## src/rtl/int_seq_pkg.sv

```systemverilog
package int_seq_pkg;

    localparam int NSRC = 4;

    // Source index doubles as priority rank: lower index wins.
    typedef enum logic [1:0] {
        SRC_TRAP  = 2'd0,
        SRC_IO    = 2'd1,
        SRC_TIMER = 2'd2,
        SRC_ARITH = 2'd3
    } src_e;

    typedef enum logic [1:0] {
        ST_RUN  = 2'd0,
        ST_SAVE = 2'd1,
        ST_INTR = 2'd2
    } st_e;

    // Captured I/O completion information.
    typedef struct packed {
        logic [7:0] id;
        logic [7:0] stat;
    } io_info_s;

    // Mask bit guarding a source; -1 means the source cannot be masked.
    function automatic int mask_pos(int k);
        case (k)
            1:       return 0;
            2:       return 1;
            3:       return 2;
            default: return -1;
        endcase
    endfunction

endpackage

```

## src/rtl/int_pend.sv

```systemverilog
module int_pend
    import int_seq_pkg::*;
#(
    parameter int TRUNK_W = 3,
    parameter int DEV_W   = 4
) (
    input  logic               clk,
    input  logic               rst,
    input  logic [NSRC-1:0]    req,
    input  logic [NSRC-1:0]    clr,
    input  logic [TRUNK_W-1:0] io_trunk,
    input  logic [DEV_W-1:0]   io_dev,
    input  logic [7:0]         io_status,
    output logic [NSRC-1:0]    pend,
    output io_info_s           io_info
);
    localparam int ID_W = TRUNK_W + DEV_W;

    always_ff @(posedge clk) begin
        if (rst) begin
            pend    <= '0;
            io_info <= '0;
        end else begin
            pend <= (pend & ~clr) | req;
            if (req[SRC_IO]) begin
                io_info.id   <= 8'({io_trunk, io_dev});
                io_info.stat <= io_status;
            end
        end
    end

    // a pending flag is only dropped when its source is taken
    for (genvar k = 0; k < NSRC; k++) begin : g_hold
        a_r2_pend_kept: assert property (@(posedge clk) disable iff (rst)
            (pend[k] && !clr[k]) |=> pend[k]);
    end

    initial begin
        if (ID_W > 8) $error("trunk and device do not fit one byte");
    end

endmodule

```

## src/rtl/int_arb.sv

```systemverilog
module int_arb
    import int_seq_pkg::*;
(
    input  logic            clk,
    input  logic            rst,
    input  logic [NSRC-1:0] pend,
    input  logic [7:0]      mask_byte,
    input  logic            open,
    output logic            gnt_valid,
    output src_e            gnt_src,
    output logic [NSRC-1:0] gnt_vec
);
    logic [NSRC-1:0] en;

    for (genvar k = 0; k < NSRC; k++) begin : g_en
        if (mask_pos(k) < 0) begin : g_fixed
            assign en[k] = pend[k];
        end else begin : g_masked
            assign en[k] = pend[k] & mask_byte[mask_pos(k)];
        end
    end

    always_comb begin
        gnt_valid = 1'b0;
        gnt_src   = SRC_TRAP;
        gnt_vec   = '0;
        for (int k = NSRC - 1; k >= 0; k--) begin
            if (en[k]) begin
                gnt_valid = open;
                gnt_src   = src_e'(k);
            end
        end
        if (gnt_valid) gnt_vec[gnt_src] = 1'b1;
    end

    // at most one source granted per cycle
    a_r3_single_grant: assert property (@(posedge clk) disable iff (rst)
        $onehot0(gnt_vec));
    // an open pending trap always wins, whatever the mask
    a_r4_trap_unmasked: assert property (@(posedge clk) disable iff (rst)
        (open && pend[SRC_TRAP]) |-> (gnt_valid && gnt_src == SRC_TRAP));

endmodule

```

## src/rtl/int_fsm.sv

```systemverilog
module int_fsm
    import int_seq_pkg::*;
#(
    parameter int ADDR_W   = 16,
    parameter int CC_W     = 2,
    parameter int CC_LOC   = 43,
    parameter int ID_LOC   = 47,
    parameter int STAT_LOC = 48
) (
    input  logic              clk,
    input  logic              rst,
    input  logic              gnt_valid,
    input  src_e              gnt_src,
    input  io_info_s          io_info,
    input  logic [CC_W-1:0]   cc_cur,
    input  logic              ret_cmd,
    output logic              open,
    output logic              take,
    output logic              wr_en,
    output logic [ADDR_W-1:0] wr_addr,
    output logic [7:0]        wr_data,
    output logic              busy,
    output logic              intr_mode,
    output src_e              cause,
    output logic              cc_load,
    output logic [CC_W-1:0]   cc_val
);
    st_e             st;
    logic [1:0]      step;
    src_e            src;
    logic [CC_W-1:0] saved_cc;
    io_info_s        info_q;
    logic            last;

    assign open      = (st == ST_RUN);
    assign take      = open && gnt_valid;
    assign last      = (src != SRC_IO) || (step == 2'd2);
    assign busy      = (st == ST_SAVE);
    assign intr_mode = (st == ST_INTR);
    assign cause     = src;
    assign wr_en     = busy;

    always_comb begin
        case (step)
            2'd0: begin
                wr_addr = ADDR_W'(CC_LOC);
                wr_data = 8'(saved_cc);
            end
            2'd1: begin
                wr_addr = ADDR_W'(ID_LOC);
                wr_data = info_q.id;
            end
            default: begin
                wr_addr = ADDR_W'(STAT_LOC);
                wr_data = info_q.stat;
            end
        endcase
    end

    always_ff @(posedge clk) begin
        if (rst) begin
            st       <= ST_RUN;
            step     <= '0;
            src      <= SRC_TRAP;
            saved_cc <= '0;
            info_q   <= '0;
            cc_load  <= 1'b0;
            cc_val   <= '0;
        end else begin
            cc_load <= 1'b0;
            case (st)
                ST_RUN: begin
                    if (take) begin
                        st       <= ST_SAVE;
                        step     <= '0;
                        src      <= gnt_src;
                        saved_cc <= cc_cur;
                        info_q   <= io_info;
                    end
                end
                ST_SAVE: begin
                    if (last) begin
                        st      <= ST_INTR;
                        cc_load <= 1'b1;
                        cc_val  <= '0;
                    end else begin
                        step <= step + 2'd1;
                    end
                end
                ST_INTR: begin
                    if (ret_cmd) begin
                        st      <= ST_RUN;
                        cc_load <= 1'b1;
                        cc_val  <= saved_cc;
                    end
                end
                default: st <= ST_RUN;
            endcase
        end
    end

    // the status byte write directly follows the identity write
    a_r5_io_order: assert property (@(posedge clk) disable iff (rst)
        (wr_en && wr_addr == ADDR_W'(STAT_LOC)) |->
            ($past(wr_en) && $past(wr_addr) == ADDR_W'(ID_LOC)));
    // leaving the save sequence loads a zero condition code
    a_r6_cc_cleared: assert property (@(posedge clk) disable iff (rst)
        (busy && last) |=> (intr_mode && cc_load && cc_val == '0));
    // interrupt state is held until a return strobe
    a_r7_hold_intr: assert property (@(posedge clk) disable iff (rst)
        (intr_mode && !ret_cmd) |=> (intr_mode && !wr_en));
    // return restores the saved condition code
    a_r8_restore: assert property (@(posedge clk) disable iff (rst)
        (intr_mode && ret_cmd) |=>
            (!intr_mode && cc_load && cc_val == $past(saved_cc)));

endmodule

```

## src/rtl/int_seq_top.sv

```systemverilog
module int_seq_top
    import int_seq_pkg::*;
#(
    parameter int ADDR_W   = 16,
    parameter int TRUNK_W  = 3,
    parameter int DEV_W    = 4,
    parameter int CC_W     = 2,
    parameter int CC_LOC   = 43,
    parameter int ID_LOC   = 47,
    parameter int STAT_LOC = 48
) (
    input  logic               clk,
    input  logic               rst,
    input  logic               op_trap,
    input  logic               io_done,
    input  logic [TRUNK_W-1:0] io_trunk,
    input  logic [DEV_W-1:0]   io_dev,
    input  logic [7:0]         io_status,
    input  logic               timer_ovf,
    input  logic               arith_exc,
    input  logic [7:0]         mask_byte,
    input  logic [CC_W-1:0]    cc_cur,
    input  logic               ret_cmd,
    output logic               wr_en,
    output logic [ADDR_W-1:0]  wr_addr,
    output logic [7:0]         wr_data,
    output logic               busy,
    output logic               intr_mode,
    output logic [1:0]         cause,
    output logic               cc_load,
    output logic [CC_W-1:0]    cc_val
);
    logic [NSRC-1:0] req, clr, pend, gnt_vec;
    logic            gnt_valid, open, take;
    src_e            gnt_src, cause_e;
    io_info_s        io_info;

    assign req[SRC_TRAP]  = op_trap;
    assign req[SRC_IO]    = io_done;
    assign req[SRC_TIMER] = timer_ovf;
    assign req[SRC_ARITH] = arith_exc;
    assign clr            = take ? gnt_vec : '0;
    assign cause          = cause_e;

    int_pend #(.TRUNK_W(TRUNK_W), .DEV_W(DEV_W)) u_pend (
        .clk(clk), .rst(rst), .req(req), .clr(clr),
        .io_trunk(io_trunk), .io_dev(io_dev), .io_status(io_status),
        .pend(pend), .io_info(io_info)
    );

    int_arb u_arb (
        .clk(clk), .rst(rst), .pend(pend), .mask_byte(mask_byte),
        .open(open), .gnt_valid(gnt_valid), .gnt_src(gnt_src),
        .gnt_vec(gnt_vec)
    );

    int_fsm #(
        .ADDR_W(ADDR_W), .CC_W(CC_W), .CC_LOC(CC_LOC),
        .ID_LOC(ID_LOC), .STAT_LOC(STAT_LOC)
    ) u_fsm (
        .clk(clk), .rst(rst), .gnt_valid(gnt_valid), .gnt_src(gnt_src),
        .io_info(io_info), .cc_cur(cc_cur), .ret_cmd(ret_cmd),
        .open(open), .take(take), .wr_en(wr_en), .wr_addr(wr_addr),
        .wr_data(wr_data), .busy(busy), .intr_mode(intr_mode),
        .cause(cause_e), .cc_load(cc_load), .cc_val(cc_val)
    );

    // nothing is written outside the save sequence
    a_r1_write_gated: assert property (@(posedge clk) disable iff (rst)
        wr_en |-> !intr_mode);

endmodule

```

## config.mk

```make
export PLATFORM = sky130hd
export DESIGN_NAME = int_seq_top
export DESIGN_NICKNAME = d
export VERILOG_FILES = /design/src/rtl/int_seq_pkg.sv /design/src/rtl/int_pend.sv /design/src/rtl/int_arb.sv /design/src/rtl/int_fsm.sv /design/src/rtl/int_seq_top.sv
export SDC_FILE = /design/constraint.sdc
export NUM_CORES = 1
export LEC_CHECK = 0
export ABC_AREA = 1
export BUFFER_PORTS_ARGS = -buffer_cell sky130_fd_sc_hd__buf_2
export CAP_MARGIN = 20
export CORE_ASPECT_RATIO = 0.7
export CORE_MARGIN = 2
export CORE_UTILIZATION = 35
export CTS_BUF_LIST = sky130_fd_sc_hd__clkbuf_4 sky130_fd_sc_hd__clkbuf_8
export CTS_CLUSTER_DIAMETER = 100
export DETAILED_ROUTE_END_ITERATION = 6
export GPL_ROUTABILITY_DRIVEN = 0
export HOLD_SLACK_MARGIN = 0.1
export SYNTH_ARGS = -nofsm -noshare
export SYNTH_HDL_FRONTEND = slang
export SYNTH_SLANG_ARGS = --single-unit
```

## constraint.sdc

```tcl
create_clock -name clk -period 1.4 [get_ports clk]
set_input_delay 0.21 -clock clk [delete_from_list [all_inputs] [get_ports clk]]
set_output_delay 0.21 -clock clk [all_outputs]
set_load 0.02 [all_outputs]
```

==> results of run 1 <==
[per-stage QoR]
step / util [%] / setup TNS, ps / cells / worst slack [ps] / power, uW
2_1_floorplan: - / -1030 / 282 / -281 / 3380
3_3_place_gp: 44.6 / -183 / 409 / -44.0 / 4110
3_5_place_dp: 44.6 / -209 / 409 / -39.5 / 4140
4_1_cts: 49.5 / -3550 / 419 / -325 / 5590
5_1_grt: 51.7 / -4870 / 424 / -372 / 6360
6_report: 51.7 / -3340 / 424 / -285 / 5950
[synth_stat cells, drive strengths merged]
cell / instances / area share, %
nand4: 3 / 0.91
ha: 7 / 4.2
buf: 21 / 8.3
a21oi: 15 / 3.8
nand3: 10 / 2.4
nand2: 32 / 6.4
dfxtp: 45 / 44
inv: 21 / 3.8
conb: 2 / 0.36
a22o: 4 / 1.7
nor2: 73 / 14
and2: 1 / 0.42
o21ai: 34 / 8.6
clkbuf: 3 / 0.55
a22oi: 2 / 0.73
[layout make-up]
class	instances	area [um^2]
Fill cell	561	2750
Clock buffer	7	90.1
Inverter	21	85.1
Clock inverter	1	30.0
Tap cell	75	93.8
Sequential cell	45	906
Multi-Input combinational cell	192	1090
Timing Repair Buffer	83	648
[report_power, final]
part	internal (uW)	switching [uW]
Clock	602	434
Sequential	1570	166
Combinational	1540	1640
Total	3710	2240
[cells by family (layout without fill, tap and decap cells)]
logic type / count (synthesis) / after routing / synth area share (%)
AO/OA/AOI/OAI: 55 / 55 / 14.8
adder cells (fa/ha/maj): 7 / 7 / 4.24
buffers and inverters: 45 / 112 / 12.7
flip-flops: 45 / 45 / 43.6
other: 2 / 11 / 0.364
AND/OR/NAND/NOR: 119 / 119 / 24.3
[final timing paths]
check | cells past startpoint | slack, ps | end
worst min-delay path | 3 | 110 | u_pend.pend[0]
worst min register to register | 2 | 460 | u_fsm.cc_val[1]
worst max-delay path | 6 | -290 | wr_addr[3]
worst max register to register | 8 | -70 | u_fsm.st[1]
[routing by layer]
| layer | GRT usage (%) | routed length (um) |
|---|---|---|
| met1 | 22.4 | 2590 |
| met3 | 3.96 | 220 |
| met4 | 3.75 | 36 |
| met2 | 23.2 | 2210 |
| met5 | 0 | 0 |
[cells in the final DEF (no fill, tap or decap), types with 2 or more instances in the layout]
master / n
nand3_1: 6
buf_6: 14
o21ai_4: 2
o21ai_1: 4
a22o_1: 4
dfxtp_1: 41
ha_2: 2
ha_4: 4
dfxtp_2: 4
buf_4: 34
a21oi_1: 12
o21ai_0: 27
buf_12: 4
nand3_2: 3
nand2_2: 9
inv_1: 12
a21oi_2: 2
inv_2: 7
nor2_1: 67
clkbuf_8: 6
nor2_2: 2
a22oi_2: 2
nand4_1: 3
nand2_1: 23
conb_1: 11
nor2_4: 4
buf_2: 31
[timing repair]
item | 4_1_cts | 5_1_grt
gates resized for setup | 40 | 19
cloned | 0 | 0
hold buffers | 0 | 0
buffers inserted | 2 | 5
endpoints found under the setup margin | 21 | 39
pin swaps | 5 | 8
[worst max-delay path, cell delays in order, from the launching register on]
cell and delay, ps:
dfxtp_2 340, buf_6 120, ha_4 150, nor2_4 130, clkinvlp_4 160, buf_6 150
buf_6 120
[registers in the layout (all words and copies together) (netlist names)]
register	flops
u_fsm.info_q	15
u_fsm.step	2
u_fsm.cc_load	1
u_fsm.st	2
u_fsm.cause	2
u_pend.pend	4
u_pend.io_info	15
u_fsm.cc_val	2
u_fsm.saved_cc	2
==> metrics, run 1 <==
outcome finished, violations left; failing checks negative setup slack; Final ANT Viol Nets 0; Final Hold Fails 0; Num CTS Buffers 5; Starting Density 36.3%; P per Cell Area 2020 nW/um^2; routed vias 1859; initial antenna violation count 0; final hold slack 113 ps; Critical Path Fanout Max 3; CP Capture Type primary output; ant diodes 0; fin. max-slew vios 0; maximum VDD drop 0.782 mV; period utilisation layout 120%; die area 6540 um^2; HP Start op_trap; GR Overflow Total 0; post-route setup slack -285 ps; post-place instance area 2540 um^2; H-tree levels 2; Yosys reg bits 45; IO Pins 64; largest net degree at the start of global routing 17; Core ar. 5700 um^2; fin area 2940 um^2; Site Rows 23; post-synthesis average cell area 7.57 um^2; number of max-cap violations 0; synth-to-layout area growth 42.5%; Crit path required time 1190 ps; Total Routing Usage GR 15.5%; fin nets 387; Mapped Cells 273; die height 68.3 um; Die W 95.8 um; reg2reg start u_fsm.step[0]; post-synth cell types 24; leakage power 0.00136 uW; synth warn 0; WL final 5.06 mm; Netlist Area Pre-Place 2070 um^2; part of the Yosys area used for sequential elements 43.6%; WL/cell 11.9 um; Max Root-Sink Buffers 2; share of cells above drive strength 1 39.5%; global-route wire length before repair 7.73 mm; Hold Crit Class input port to register; RSZ-0062 raised after global routing true; minimum clock period 1690 ps; clock root cell clkbuf_8; Worst-path clk slew 80 ps; critical path class register to primary output; initial DRC count 87; CTS tree done; Fin Clk Skew 3.29 ps; Via density 4.38; final setup vio count 19; CP arrival 1480 ps; CP startpoint kind register; Remaining DRCs 0; Pre-antenna DRT Iters 4; vias in the first global route 1689; fmax 0.593 GHz; Worst-Skew Late Latency 290 ps; detailed placer's ending HPWL 3.63 mm; Sink Count 45; Port-buffer cells 47; crit path from u_fsm.step[0]
Note: power is estimated with default switching activity, not from simulation.
==> run 2: changes to the inputs <==
==> constraint.sdc (replaced) <==
create_clock -name clk -period 1.4 [get_ports clk]
set_input_delay 0.14 -clock clk [delete_from_list [all_inputs] [get_ports clk]]
set_output_delay 0.14 -clock clk [all_outputs]
set_load 0.02 [all_outputs]
==> run 2 against run 1 <==
The flow still finishes with violations (negative setup slack). Global-route usage grew 0.33 points. Register-to-register slack better by 110 ps. Final area rose by 0.68%. Cell count increased by 1.9%. Combinational power shrank 9.4%. Highest routed layer unchanged. Utilization is 0.35 points higher. Sequential cell count unchanged. Sequential power about the same.
==> metrics, run 2 (synthesis gave the netlist of run 1 again) <==
outcome finished, violations left; failing checks negative setup slack; Max Root-Sink Buffers 2 (unchanged); fin nets 396 (+2.3%); H-tree levels 2 (unchanged); WL final 4.80 mm (-5.2%); Via density 4.41 (+0.58%); CP startpoint kind register; Pre-antenna DRT Iters 4 (unchanged); Die W 95.8 um (unchanged); CP max stage cell dfxtp_2; P per Cell Area 1840 nW/um^2 (-9.0%); Largest regs u_fsm.info_q x15, u_pend.io_info x15, u_pend.pend x4; Worst-path clk slew 80 ps (about the same); fin. max-slew vios 0 (unchanged); Finished Layout Cells 432 (+1.9%); Port-buffer cells 47 (unchanged); RSZ-0062 raised after global routing true; Site Rows 23 (unchanged); crit-path cells buf_6 > ha_4 > nor2_4 > clkinvlp_4 > buf_6 > buf_6; IO Pins 64 (unchanged); die area 6540 um^2 (unchanged); critical path class register to primary output; Remaining DRCs 0 (unchanged); die height 68.3 um (unchanged); cell mode on critical path buf_6; post-route setup slack -248 ps (+36.8 ps); Core ar. 5700 um^2 (unchanged); Num CTS Buffers 5 (unchanged); ant diodes 0 (unchanged); period utilisation layout 118% (-2.6 points); number of max-cap violations 0 (unchanged); share of cells above drive strength 1 32.8% (-6.8 points); GR Overflow Total 0 (unchanged); Worst-Skew Late Latency 300 ps (about the same); final setup vio count 12 (-7); WL/cell 11.1 um (-6.9%); commonest cells after routing, fill and taps aside nor2_1 (68), dfxtp_1 (41), buf_2 (31), o21ai_0 (28), nand2_1 (27); detailed placer's ending HPWL 3.51 mm (-3.1%); maximum VDD drop 0.559 mV (-29%); Crit path required time 1260 ps (+70 ps); CP arrival 1510 ps (+30 ps); post-place instance area 2500 um^2 (-1.8%); Critical Path Fanout Max 3 (unchanged); most common cell after layout, fill and taps aside nor2_1; clock root cell clkbuf_8; Place WS 7.19 ps (+46.7 ps); vias in the first global route 1716 (+1.6%); fmax 0.607 GHz (+2.2%); routed vias 1905 (+2.5%); Final ANT Viol Nets 0 (unchanged); Fin Clk Skew 6.97 ps (+3.68 ps); fin area 2960 um^2 (+0.68%); initial antenna violation count 0 (unchanged); global-route wire length before repair 7.82 mm (+1.2%); largest net degree at the start of global routing 19 (+2); leakage power 0.00137 uW (+0.50%); placed cells 402 (-1.7%); Final Hold Fails 0 (unchanged); Starting Density 36.3% (unchanged); Hold Crit Class input port to register; minimum clock period 1650 ps (-36.8 ps); Total Routing Usage GR 15.9% (+0.33 points); final core occ 52.0% (+0.35 points); synth-to-layout area growth 43.5%; Setup TNS Final -2470 ps (+865 ps); initial DRC count 83 (-4.6%); CTS tree done; CP Capture Type primary output; Filler cells 569 (+1.4%); Sink Count 45 (unchanged); max incr delay on CP 350 ps (about the same)
[run 2: changes by cell type in the layout (fill, tap and decap cells not counted), sizes merged]
cell and delta:
dlygate4sd3 +18, buf -9, bufinv -1
[run 2: timing repair]
item,4_1_cts,5_1_grt
buffers inserted,3,2
hold buffers,18,0
pin swaps,6,2
resized for setup,33,15
hold endpoints to repair,18,0
setup endpoints to repair,17,41
[run 2: metal layers]
metal | GRT usage (%) | routed length [um] | vias up
met3 | 5.29 | 247 | 5
li1 | - | - | 1019
met4 | 4.64 | 36 | 0
met2 | 24.4 | 2020 | 37
met5 | 0 | 0 | -
met1 | 21.2 | 2490 | 844
[run 2: area by class of cell]
cell class | instances | area (um^2) | area share [%]
clock buffer | 7 | 90.1 | 3.04
multi-input combinational | 192 | 1040 | 35.1
tap | 75 | 93.8 | 3.17
sequential | 45 | 906 | 30.6
timing repair buffer | 92 | 748 | 25.2
inverter | 21 | 85.1 | 2.87
[run 2: worst paths after layout]
path                                       from                end  slack (ps)  cells after the start
worst max-delay path              u_fsm.step[0]         wr_addr[1]        -250                      6
worst min-delay path                  cc_cur[1]  u_fsm.saved_cc[1]         110                      3
worst max register to register    u_fsm.step[0]      u_fsm.step[1]          40                      8
worst min register to register  u_fsm.cc_val[0]    u_fsm.cc_val[0]         460                      2
[run 2: report_power, final]
part	switching (uW)	leakage, uW	internal [uW]
logic	1510	0.000948	1380
registers	170	0.000374	1570
clock network	418	0.0000477	411
[run 2: critical path: cells and delay by family (launching register included)]
kind / cells / cell delay [ps]
DFF: 1 / 350
and+or+nand+nor: 1 / 140
buffers and inverters: 4 / 570
adders and majority gates: 1 / 160
[run 2: metrics by stage]
stage               power, uW  hold WS (ps)
floorplan                3370           257
global placement         4060           347
detailed placement       4100           364
CTS                      5330           104
global route             5880           131
finish                   5460           109
